<file path="config.mk">
export PLATFORM = sky130hd
export DESIGN_NAME = can_rx_fifo
export DESIGN_NICKNAME = d
export VERILOG_FILES = /design/src/rtl/can_rxf_pkg.sv /design/src/rtl/rxf_store.sv /design/src/rtl/rxf_ingress.sv /design/src/rtl/rxf_egress.sv /design/src/rtl/can_rx_fifo.sv
export SDC_FILE = /design/constraint.sdc
export NUM_CORES = 2
export LEC_CHECK = 0
export BUFFER_PORTS_ARGS = -buffer_cell sky130_fd_sc_hd__buf_4
export CAP_MARGIN = 20
export CORE_UTILIZATION = 35
export DETAILED_ROUTE_END_ITERATION = 8
export GPL_TIMING_DRIVEN = 0
export PLACE_DENSITY = 0.6
export SETUP_SLACK_MARGIN = 0.1
export SYNTH_ARGS = -nofsm -noshare
export SYNTH_HDL_FRONTEND = slang
export SYNTH_SLANG_ARGS = --single-unit
</file>
<file path="constraint.sdc">
create_clock -name clk -period 5.8 [get_ports clk]
set_input_delay 1.16 -clock clk [delete_from_list [all_inputs] [get_ports clk]]
set_output_delay 1.16 -clock clk [all_outputs]
set_load 0.02 [all_outputs]
</file>
<file path="src/rtl/can_rxf_pkg.sv">
package can_rxf_pkg;
  localparam int WORD_W = 32;
  // word-count field inside a frame's first word
  localparam int WC_LSB = 11;
  localparam int WC_W   = 5;
  localparam int LEN_W  = WC_W + 1;

  // stored frame length in words, taken from its first word
  function automatic logic [LEN_W-1:0] frame_words(input logic [WORD_W-1:0] hdr);
    return {1'b0, hdr[WC_LSB +: WC_W]} + LEN_W'(1);
  endfunction

  // ring addition for a < depth, b <= depth
  function automatic int unsigned ring_add(input int unsigned a, input int unsigned b,
                                           input int unsigned depth);
    int unsigned s;
    s = a + b;
    return (s >= depth) ? s - depth : s;
  endfunction
endpackage

</file>
<file path="src/rtl/rxf_store.sv">
module rxf_store #(
  parameter int DEPTH  = 64,
  parameter int WORD_W = 32,
  localparam int PTR_W = (DEPTH > 1) ? $clog2(DEPTH) : 1
) (
  input  logic              clk,
  input  logic              we,
  input  logic [PTR_W-1:0]  waddr,
  input  logic [WORD_W-1:0] wdata,
  input  logic [PTR_W-1:0]  raddr,
  output logic [WORD_W-1:0] rdata
);
  logic [WORD_W-1:0] mem [DEPTH];

  always_ff @(posedge clk) begin
    if (we) mem[waddr] <= wdata;
  end

  assign rdata = mem[raddr];
endmodule

</file>
<file path="src/rtl/rxf_ingress.sv">
module rxf_ingress import can_rxf_pkg::*; #(
  parameter int DEPTH = 64,
  localparam int PTR_W = (DEPTH > 1) ? $clog2(DEPTH) : 1,
  localparam int CNT_W = $clog2(DEPTH + 1)
) (
  input  logic              clk,
  input  logic              rst_n,
  input  logic              fw_valid,
  input  logic              fw_sof,
  input  logic [WORD_W-1:0] fw_data,
  input  logic              release_i,
  input  logic [CNT_W-1:0]  used_words,
  input  logic [PTR_W-1:0]  wr_head,
  output logic              st_we,
  output logic [PTR_W-1:0]  st_addr,
  output logic [WORD_W-1:0] st_data,
  output logic              commit_evt,
  output logic [CNT_W-1:0]  commit_words,
  output logic              drop_evt
);
  logic             active_q, keep_q;
  logic [LEN_W-1:0] left_q, len_q, off_q;
  logic [LEN_W-1:0] hdr_len;
  logic             fits, start, cont;

  always_comb begin
    hdr_len      = frame_words(fw_data);
    fits         = (32'(used_words) + 32'(hdr_len)) <= 32'(DEPTH);
    start        = fw_valid && fw_sof && !release_i;
    cont         = fw_valid && !fw_sof && active_q && !release_i;
    st_we        = (start && fits) || (cont && keep_q);
    st_addr      = start ? wr_head
                         : PTR_W'(ring_add(32'(wr_head), 32'(off_q), DEPTH));
    st_data      = fw_data;
    drop_evt     = start && !fits;
    commit_evt   = (start && fits && hdr_len == LEN_W'(1)) ||
                   (cont && keep_q && left_q == LEN_W'(1));
    commit_words = start ? CNT_W'(hdr_len) : CNT_W'(len_q);
  end

  always_ff @(posedge clk) begin
    if (!rst_n) begin
      active_q <= 1'b0;
      keep_q   <= 1'b0;
      left_q   <= '0;
      len_q    <= '0;
      off_q    <= '0;
    end else if (release_i) begin
      active_q <= 1'b0;
    end else if (start) begin
      active_q <= hdr_len > LEN_W'(1);
      keep_q   <= fits;
      left_q   <= hdr_len - LEN_W'(1);
      len_q    <= hdr_len;
      off_q    <= LEN_W'(1);
    end else if (cont) begin
      left_q <= left_q - LEN_W'(1);
      off_q  <= off_q + LEN_W'(1);
      if (left_q == LEN_W'(1)) active_q <= 1'b0;
    end
  end
endmodule

</file>
<file path="src/rtl/rxf_egress.sv">
module rxf_egress import can_rxf_pkg::*; #(
  parameter int DEPTH = 64,
  localparam int PTR_W = (DEPTH > 1) ? $clog2(DEPTH) : 1
) (
  input  logic              clk,
  input  logic              rst_n,
  input  logic              rd_strobe,
  input  logic              release_i,
  input  logic              have_words,
  input  logic [WORD_W-1:0] head_word,
  output logic [PTR_W-1:0]  rd_ptr,
  output logic [WORD_W-1:0] rd_data,
  output logic              pop_evt,
  output logic              frame_done_evt
);
  logic [LEN_W-1:0] rem_q, rem_now, rem_after;

  always_comb begin
    pop_evt        = rd_strobe && have_words && !release_i;
    rem_now        = (rem_q == '0) ? frame_words(head_word) : rem_q;
    rem_after      = rem_now - LEN_W'(1);
    frame_done_evt = pop_evt && (rem_after == '0);
  end

  always_ff @(posedge clk) begin
    if (!rst_n) begin
      rd_ptr  <= '0;
      rem_q   <= '0;
      rd_data <= '0;
    end else if (release_i) begin
      rd_ptr <= '0;
      rem_q  <= '0;
    end else if (rd_strobe) begin
      if (have_words) begin
        rd_data <= head_word;
        rd_ptr  <= PTR_W'(ring_add(32'(rd_ptr), 32'd1, DEPTH));
        rem_q   <= rem_after;
      end else begin
        rd_data <= '0;
      end
    end
  end
endmodule

</file>
<file path="src/rtl/can_rx_fifo.sv">
module can_rx_fifo import can_rxf_pkg::*; #(
  parameter int DEPTH = 64,
  parameter int TOT_W = 16,
  localparam int PTR_W = (DEPTH > 1) ? $clog2(DEPTH) : 1,
  localparam int CNT_W = $clog2(DEPTH + 1)
) (
  input  logic              clk,
  input  logic              rst_n,
  input  logic              fw_valid,
  input  logic              fw_sof,
  input  logic [WORD_W-1:0] fw_data,
  input  logic              rd_strobe,
  input  logic              cmd_release,
  input  logic              cmd_clr_ovr,
  output logic [WORD_W-1:0] rd_data,
  output logic [CNT_W-1:0]  frame_cnt,
  output logic              empty,
  output logic              nonempty,
  output logic              full,
  output logic [PTR_W-1:0]  rd_ptr,
  output logic [PTR_W-1:0]  wr_ptr,
  output logic [CNT_W-1:0]  free_words,
  output logic [CNT_W-1:0]  size_words,
  output logic              ovr_pulse,
  output logic              ovr_flag,
  output logic [TOT_W-1:0]  rx_total
);
  // occupancy and status state
  logic [CNT_W-1:0]  used_q, frames_q;
  logic              nonempty_q, ovr_pulse_q, ovr_flag_q;
  logic [TOT_W-1:0]  total_q;

  // events between the pieces
  logic              st_we;
  logic [PTR_W-1:0]  st_addr;
  logic [WORD_W-1:0] st_data, head_word;
  logic              commit_evt, drop_evt, pop_evt, frame_done_evt;
  logic [CNT_W-1:0]  commit_words;
  logic [PTR_W-1:0]  wr_head;

  assign wr_head = PTR_W'(ring_add(32'(rd_ptr), 32'(used_q), DEPTH));

  rxf_ingress #(.DEPTH(DEPTH)) ingress_i (
    .clk(clk), .rst_n(rst_n), .fw_valid(fw_valid), .fw_sof(fw_sof),
    .fw_data(fw_data), .release_i(cmd_release), .used_words(used_q),
    .wr_head(wr_head), .st_we(st_we), .st_addr(st_addr), .st_data(st_data),
    .commit_evt(commit_evt), .commit_words(commit_words), .drop_evt(drop_evt)
  );

  rxf_store #(.DEPTH(DEPTH), .WORD_W(WORD_W)) store_i (
    .clk(clk), .we(st_we), .waddr(st_addr), .wdata(st_data),
    .raddr(rd_ptr), .rdata(head_word)
  );

  rxf_egress #(.DEPTH(DEPTH)) egress_i (
    .clk(clk), .rst_n(rst_n), .rd_strobe(rd_strobe), .release_i(cmd_release),
    .have_words(used_q != '0), .head_word(head_word), .rd_ptr(rd_ptr),
    .rd_data(rd_data), .pop_evt(pop_evt), .frame_done_evt(frame_done_evt)
  );

  always_ff @(posedge clk) begin
    if (!rst_n) begin
      used_q      <= '0;
      frames_q    <= '0;
      nonempty_q  <= 1'b0;
      ovr_pulse_q <= 1'b0;
      ovr_flag_q  <= 1'b0;
      total_q     <= '0;
    end else begin
      ovr_pulse_q <= drop_evt;
      if (drop_evt)         ovr_flag_q <= 1'b1;
      else if (cmd_clr_ovr) ovr_flag_q <= 1'b0;
      if (cmd_release) begin
        used_q     <= '0;
        frames_q   <= '0;
        nonempty_q <= 1'b0;
      end else begin
        used_q   <= used_q + (commit_evt ? commit_words : '0) - CNT_W'(pop_evt);
        frames_q <= frames_q + CNT_W'(commit_evt) - CNT_W'(frame_done_evt);
        if (commit_evt)
          nonempty_q <= 1'b1;
        else if (frame_done_evt && frames_q == CNT_W'(1))
          nonempty_q <= 1'b0;
      end
      if (commit_evt) total_q <= total_q + TOT_W'(1);
    end
  end

  assign frame_cnt  = frames_q;
  assign empty      = (frames_q == '0);
  assign nonempty   = nonempty_q;
  assign full       = (used_q == CNT_W'(DEPTH));
  assign wr_ptr     = wr_head;
  assign free_words = CNT_W'(DEPTH) - used_q;
  assign size_words = CNT_W'(DEPTH);
  assign ovr_pulse  = ovr_pulse_q;
  assign ovr_flag   = ovr_flag_q;
  assign rx_total   = total_q;
endmodule

</file>
**Word-level counts from Yosys, hierarchy flattened**

Memories as Yosys holds them, arrays and structs flattened. A register that Yosys moved wholly into a read port is not among the register bits.
Index checks and enable logic that the tools add are counted.

- Flip-flop bits (word level): 97
- Memory bits (writable): 2048
- Input port bits: 39
- Output and inout port bits: 86
- Logic and storage cells: 101
- Memories: 1

Memory list:

| memory | words | width | rd ports | clocked after memory_dff | wr ports | RTL line | text |
|---|---|---|---|---|---|---|---|
| store_i.mem | 64 | 32 | 1 | 1 | 1 | rxf_store.sv:13 | `logic [WORD_W-1:0] mem [DEPTH];` |

- $add $sub $neg: 19
- Order comparisons: 5
- Equal/unequal tests: 4
- Mux-type cells: 23
- Bitwise operators: 2
- Reduce and logical (&&, ||, !) cells: 33

Operators with widths:

| operator | number |
|---|---|
| two-way mux 6 bit | 12 |
| subtractor 6 x 1 -> 6 bit (second input constant) | 6 |
| <= comparator 32 x 7 -> 1 bit (second input constant) | 1 |
| two-way mux 32 bit | 1 |
| adder 16 x 1 -> 16 bit (second input constant) | 1 |
| greater-or-equal comparator 7 bit (second input constant) | 2 |
| logical AND 1 bit | 14 |
| subtractor 7 x 1 -> 7 bit | 2 |
| adder 5 x 1 -> 6 bit (second input constant) | 2 |
| == test 6 x 1 -> 1 bit (second input constant) | 2 |
| zero test 6 bit | 2 |
| AND reduction 2 bit | 5 |
| two-way mux 1 bit | 9 |
| adder 6 x 7 -> 8 bit | 1 |
| adder 7 x 6 -> 8 bit | 1 |
| greater-or-equal comparator 8 x 7 -> 1 bit (second input constant) | 1 |
| nonzero test 2 bit | 4 |
| adder 6 x 1 -> 7 bit (second input constant) | 1 |
| adder 6 x 6 -> 7 bit | 1 |
| adder 7 x 1 -> 7 bit | 1 |
| adder 7 bit | 1 |
| == test 7 x 1 -> 1 bit (second input constant) | 1 |
| == test 7 bit (second input constant) | 1 |
| zero test 7 bit | 1 |
| other kinds (9) | 13 |

**Depth between registers and ports, before layout**

- Depth after elaboration: 10
- Mapped depth: 26
- Mapped depth without buffers: 24

**Modules after synthesis**

A second synthesis with hierarchy kept.

- Cells, all modules: 4092
- Area total of the unflattened synthesis: 84287.1 µm²

By module, submodules not included:

| module | instances | cells an instance | area each (µm²) | seq. area each (µm²) |
|---|---|---|---|---|
| rxf_store | 1 | 3292 | 77874.7 | 61499.0 |
| can_rx_fifo | 1 | 275 | 2301.0 | 660.6 |
| rxf_egress | 1 | 262 | 2118.3 | 880.8 |
| rxf_ingress | 1 | 263 | 1993.2 | 400.4 |

**Worst setup path before layout**

OpenSTA, ideal clock, no wires.

- Path kind: input -> register
- From: in fw_data[13]
- To: reg used_q[6]
- Setup time: 0.128 ns
- Arrival: 5.412 ns
- Required time: 5.672 ns
- Path slack: 0.260 ns
- Stages on the path: 25
- Buffers on the path: 2
- Cells stage by stage: clkbuf_1 > nand3_1 > xor2_1 > inv_1 > ha_1 > a21oi_1 > xnor2_1 > nor3_1 > a311oi_1 > a21oi_2 > or2_2 > clkbuf_1 > nand2_1 > ha_1 > inv_1 > ha_1 > inv_1 > fa_1 > nor2b_1 > o21ai_0 > nand2b_1 > a21o_1 > a21oi_1 > xnor2_1 > nor2_1

- Longest elaborated chain between the ends: 9
- Elaborated cells on any way between the ends: 11
- Those cells by class: add/sub: 4; order compare: 1; eq/ne: 1; mux: 2; reduce/logical: 3

Ends and longest elaborated chain:

| element | RTL line | text |
|---|---|---|
| start: declaration | can_rx_fifo.sv:11 | `input logic [WORD_W-1:0] fw_data,` |
| adder 5 x 1 -> 6 bit * | can_rxf_pkg.sv:10 | `return {1'b0, hdr[WC_LSB +: WC_W]} + LEN_W'(1);` |
| via ingress_i.hdr_len[3] | rxf_ingress.sv:23 | `logic [LEN_W-1:0] hdr_len;` |
| adder 7 x 6 -> 8 bit | rxf_ingress.sv:28 | `fits = (32'(used_words) + 32'(hdr_len)) <= 32'(DEPTH);` |
| <= comparator 32 x 7 -> 1 bit | rxf_ingress.sv:28 |  |
| logical AND 1 bit (2 in series) | rxf_ingress.sv:36 | `commit_evt = (start && fits && hdr_len == LEN_W'(1)) \|\|` |
| logical OR 1 bit | rxf_ingress.sv:36 |  |
| two-way mux 7 bit * | can_rx_fifo.sv:78 | `used_q <= used_q + (commit_evt ? commit_words : '0) - CNT_W'(pop_evt);` |
| adder 7 bit * | can_rx_fifo.sv:78 |  |
| subtractor 7 x 1 -> 7 bit * | can_rx_fifo.sv:78 |  |
| end signal: assignment | can_rx_fifo.sv:78 |  |
| end: declaration | can_rx_fifo.sv:29 | `logic [CNT_W-1:0] used_q, frames_q;` |

The timed path passes the listed nets; every way through them passes the cells marked *.
A chain may end at the register's enable or synchronous reset.

==> qor.yml <==
grt-busiest-layer: "met2"
synth_most_common_cell: "edfxtp_1"
crit_type: "reg2reg"
end_kind: "flop"
grt_pass1_wl_um: 323000
grt-ovfl-total: 0
synthToLayoutAreaGrowth_pct: 16.9
fin_skew_ns: 0.0501
power_mw: 34.8
synthCells: 3801
post_drt_wl_per_cell_um: 30.5
synth.top_cells.by_count: "edfxtp_1, mux4_2, nor2_1, dfxtp_1, nand2_1"
synth_top_area_cell: "edfxtp_1"
core_area_mm2: 0.238
ant_nets: 0
cts_made_buffers: 206
p_seq_frac: 0.495
synth_top_family_by_area: "multiplexers"
ff2ff_path_depth: 26
synth_warnings: 0
muxShareOfSynthArea: 0.174
slew_violations: 0
cap_violations: 0
die_x_um: 492
numPortBuffers: 116
drive_above_1_share: 0.309
synth_compound_area_frac: 0.0156
hold_viol: 0
layout_min_cycle_time_ns: 5.55
design_area_mm2: 0.0981
initial_utilization: 0.353
p_int_mw: 26.5
yosysSeqAreaShare: 0.757
reg2reg_to: "frame_cnt[6]"
synth_xor_xnor_area_share: 0.00595
ys_types: 73
cts_tree: "yes"
r2r_slack_ns: 0.25
synthesis.area_mm2: 0.0839
die_area_mm2: 0.242
cp.arrival_ns: 6.32
die_y_um: 492
violations: "DRC"
route.vias.total: 41811
clk_pin_slew_ns: 0.06
power_switching_mw: 8.25
drc: 34
clock_latency_ns: 0.86
rsz0062_at_grt: "yes"
whs_endpoint: "egress_i.rd_data[1]"
yosysTopAreaCellShare: 0.733
async_flop_share: 0
dpl-instance-area_mm2: 0.0909
finalSetupTns_ns: 0
grt_max_degree: 70
hpwl_um: 149000
setup_violations: 0
synthSimpleGateAreaFrac: 0.0235
synthAdderAreaFrac: 0.00835
clockBufferDepth: 3
firstDrtPassIters: 7
required_ns: 6.57
hp-start: "egress_i.rd_data[1]"
use_met3: 0.0380
hold_slack_ns: 0.460
rows: 179
synth_edf_count: 2048
htreeDepth: 4
hold_depth: 2
ioPinCount: 125
routabilityCongestion: 0.854
avgSynthCellArea_um2: 22.1
use_met1: 0.262
synth_ff_type: "edfxtp_1"
drt_iter0_drc: 5091
fin_crit_sh: 0.957
pwr-share-clk: 0.396
nNetsFinal: 4307
multiInputGateArea_mm2: 0.0197
seqCellArea_mm2: 0.0636
wirelength_um: 231000
switching_share: 0.237
outcome: "finished with violations"
grt_usage: 0.189
ir_drop_v: 0.000333
fill_cells: 20447
powerDensity_mw_per_mm2: 354
startpoint_type: "flop"
power_frac_comb: 0.110
hp-class: "reg2reg"
gr-usage-met2: 0.304
max_freq_mhz: 180
grt_antenna_before_repair: 17
relSlewSlack: 0.190
crit_path_max_fanout: 10
leakage_nw: 29.9
grt_pass1_vias: 41551
clock-sinks: 2151
synth-seq-cells: 2151
synth_area_leaders: "edfxtp_1, mux4_2, dfxtp_1"
cts_root_buf: "clkbuf_16"
routed_via_density: 5.52
tightest_slew_ns: 1.21
[power groups by stage]
stage / Combinational [mW] / Sequential (mW) / Clock, mW
floorplan: 2.31 / 17.5 / 0
global placement: 3.62 / 17.5 / 0
detailed placement: 3.79 / 17.5 / 0
CTS: 3.81 / 17.2 / 13.9
global route: 4.05 / 17.2 / 14.5
finish: 3.81 / 17.2 / 13.8
[worst max-delay path, stage by stage, from the launching register on]
cell	delay, ns
dfxtp_1	0.32
buf_4	0.20
buf_4	0.25
buf_4	0.29
mux4_2	0.37
a22oi_1	0.20
o32ai_1	0.12
nor3_1	0.22
nand4b_1	0.15
buf_4	0.19
buf_4	0.15
nor2_2	0.17
nor2_1	0.09
ha_1	0.22
xor2_1	0.17
and4b_1	0.23
and2_1	0.16
ha_1	0.26
inv_1	0.04
ha_1	0.20
fa_1	0.44
a21oi_1	0.16
o21bai_1	0.11
a21oi_1	0.17
nor2_1	0.07
or3_1	0.34
a21oi_1	0.15
[metal layers]
metal	share of wire	up-vias
met5	0.00040	-
met4	0.027	14
met3	0.087	346
met2	0.48	2002
met1	0.41	22655
li1	-	16794
[timing repair]
| item | 4_1_cts | 5_1_grt |
|---|---|---|
| setup buffers | 1 | 7 |
| gates resized for setup | 22 | 23 |
| cloned | 0 | 1 |
| pin swaps | 1 | 6 |
| setup endpoints to repair | 922 | 865 |
| hold buffers | 0 | 0 |
[logic make-up (layout without fill, tap and decap cells)]
kind of cell / Yosys count / count (layout)
AOI/OAI and AO/OA: 194 / 194
xor gates and xnor gates: 57 / 57
adders and majority gates: 53 / 53
buffers and inverters: 252 / 843
DFF: 2151 / 2151
muxes: 666 / 666
other: 2 / 14
and+or+nand+nor: 426 / 427
[cell usage in the layout, fill, tap and decap left out, types with 16 or more instances in the layout]
master and count:
a21oi_1 49, a22oi_1 30, and2_1 21, buf_1 21
buf_12 62, buf_2 37, buf_4 167, bufinv_16 22
clkbuf_1 96, clkbuf_16 209, clkbuf_8 16, clkinv_1 47
clkinv_2 39, dfxtp_1 103, edfxtp_1 2048, ha_1 48
inv_1 52, mux2i_1 23, mux4_2 634, nand2_1 100
nand2b_1 18, nand3_1 24, nand4_1 18, nor2_1 110
nor2_4 65, o21ai_0 23, xnor2_1 29, xor2_1 27
[final cells by class]
class / count / area share
Buffer: 197 / 0.0113
Clock buffer: 253 / 0.0566
Timing Repair Buffer: 201 / 0.0267
Sequential cell: 2151 / 0.648
Inverter: 54 / 0.00210
Multi-Input combinational cell: 1404 / 0.201
Tap cell: 3167 / 0.0404
Clock inverter: 138 / 0.0143
Antenna cell: 7 / 0.000179
[worst max path at each step]
stage                      from                  end  slack [ns]  cells after the start
global placement    fw_data[13]  store_i.mem[18][24]       -3.29                     15
CTS                        flop         frame_cnt[6]        0.13                     24
detailed placement  fw_data[13]            used_q[6]       -1.41                     26
global route               flop         frame_cnt[6]        0.04                     26
floorplan           fw_data[13]            used_q[6]        0.26                     25
finish                     flop         frame_cnt[6]        0.25                     26
[registers in the layout (all words and copies together) (netlist names), named ones only]
signal              flops
store_i.mem          2048
egress_i.rd_data       32
rx_total               16
frame_cnt               7
used_q                  7
egress_i.rd_ptr         6
egress_i.rem_q          6
ingress_i.left_q        6
ingress_i.len_q         6
ingress_i.off_q         6
ingress_i.active_q      1
ingress_i.keep_q        1
nonempty                1
ovr_flag                1
ovr_pulse               1
[metrics by stage]
step,worst slack (ns),instances,util
floorplan,0.260,3806,-
global placement,-3.29,7089,0.373
detailed placement,-1.41,7164,0.382
CTS,0.132,7556,0.411
global route,0.0379,7566,0.412
finish,0.250,7572,0.412
Note: power is estimated with default switching activity, not from simulation.
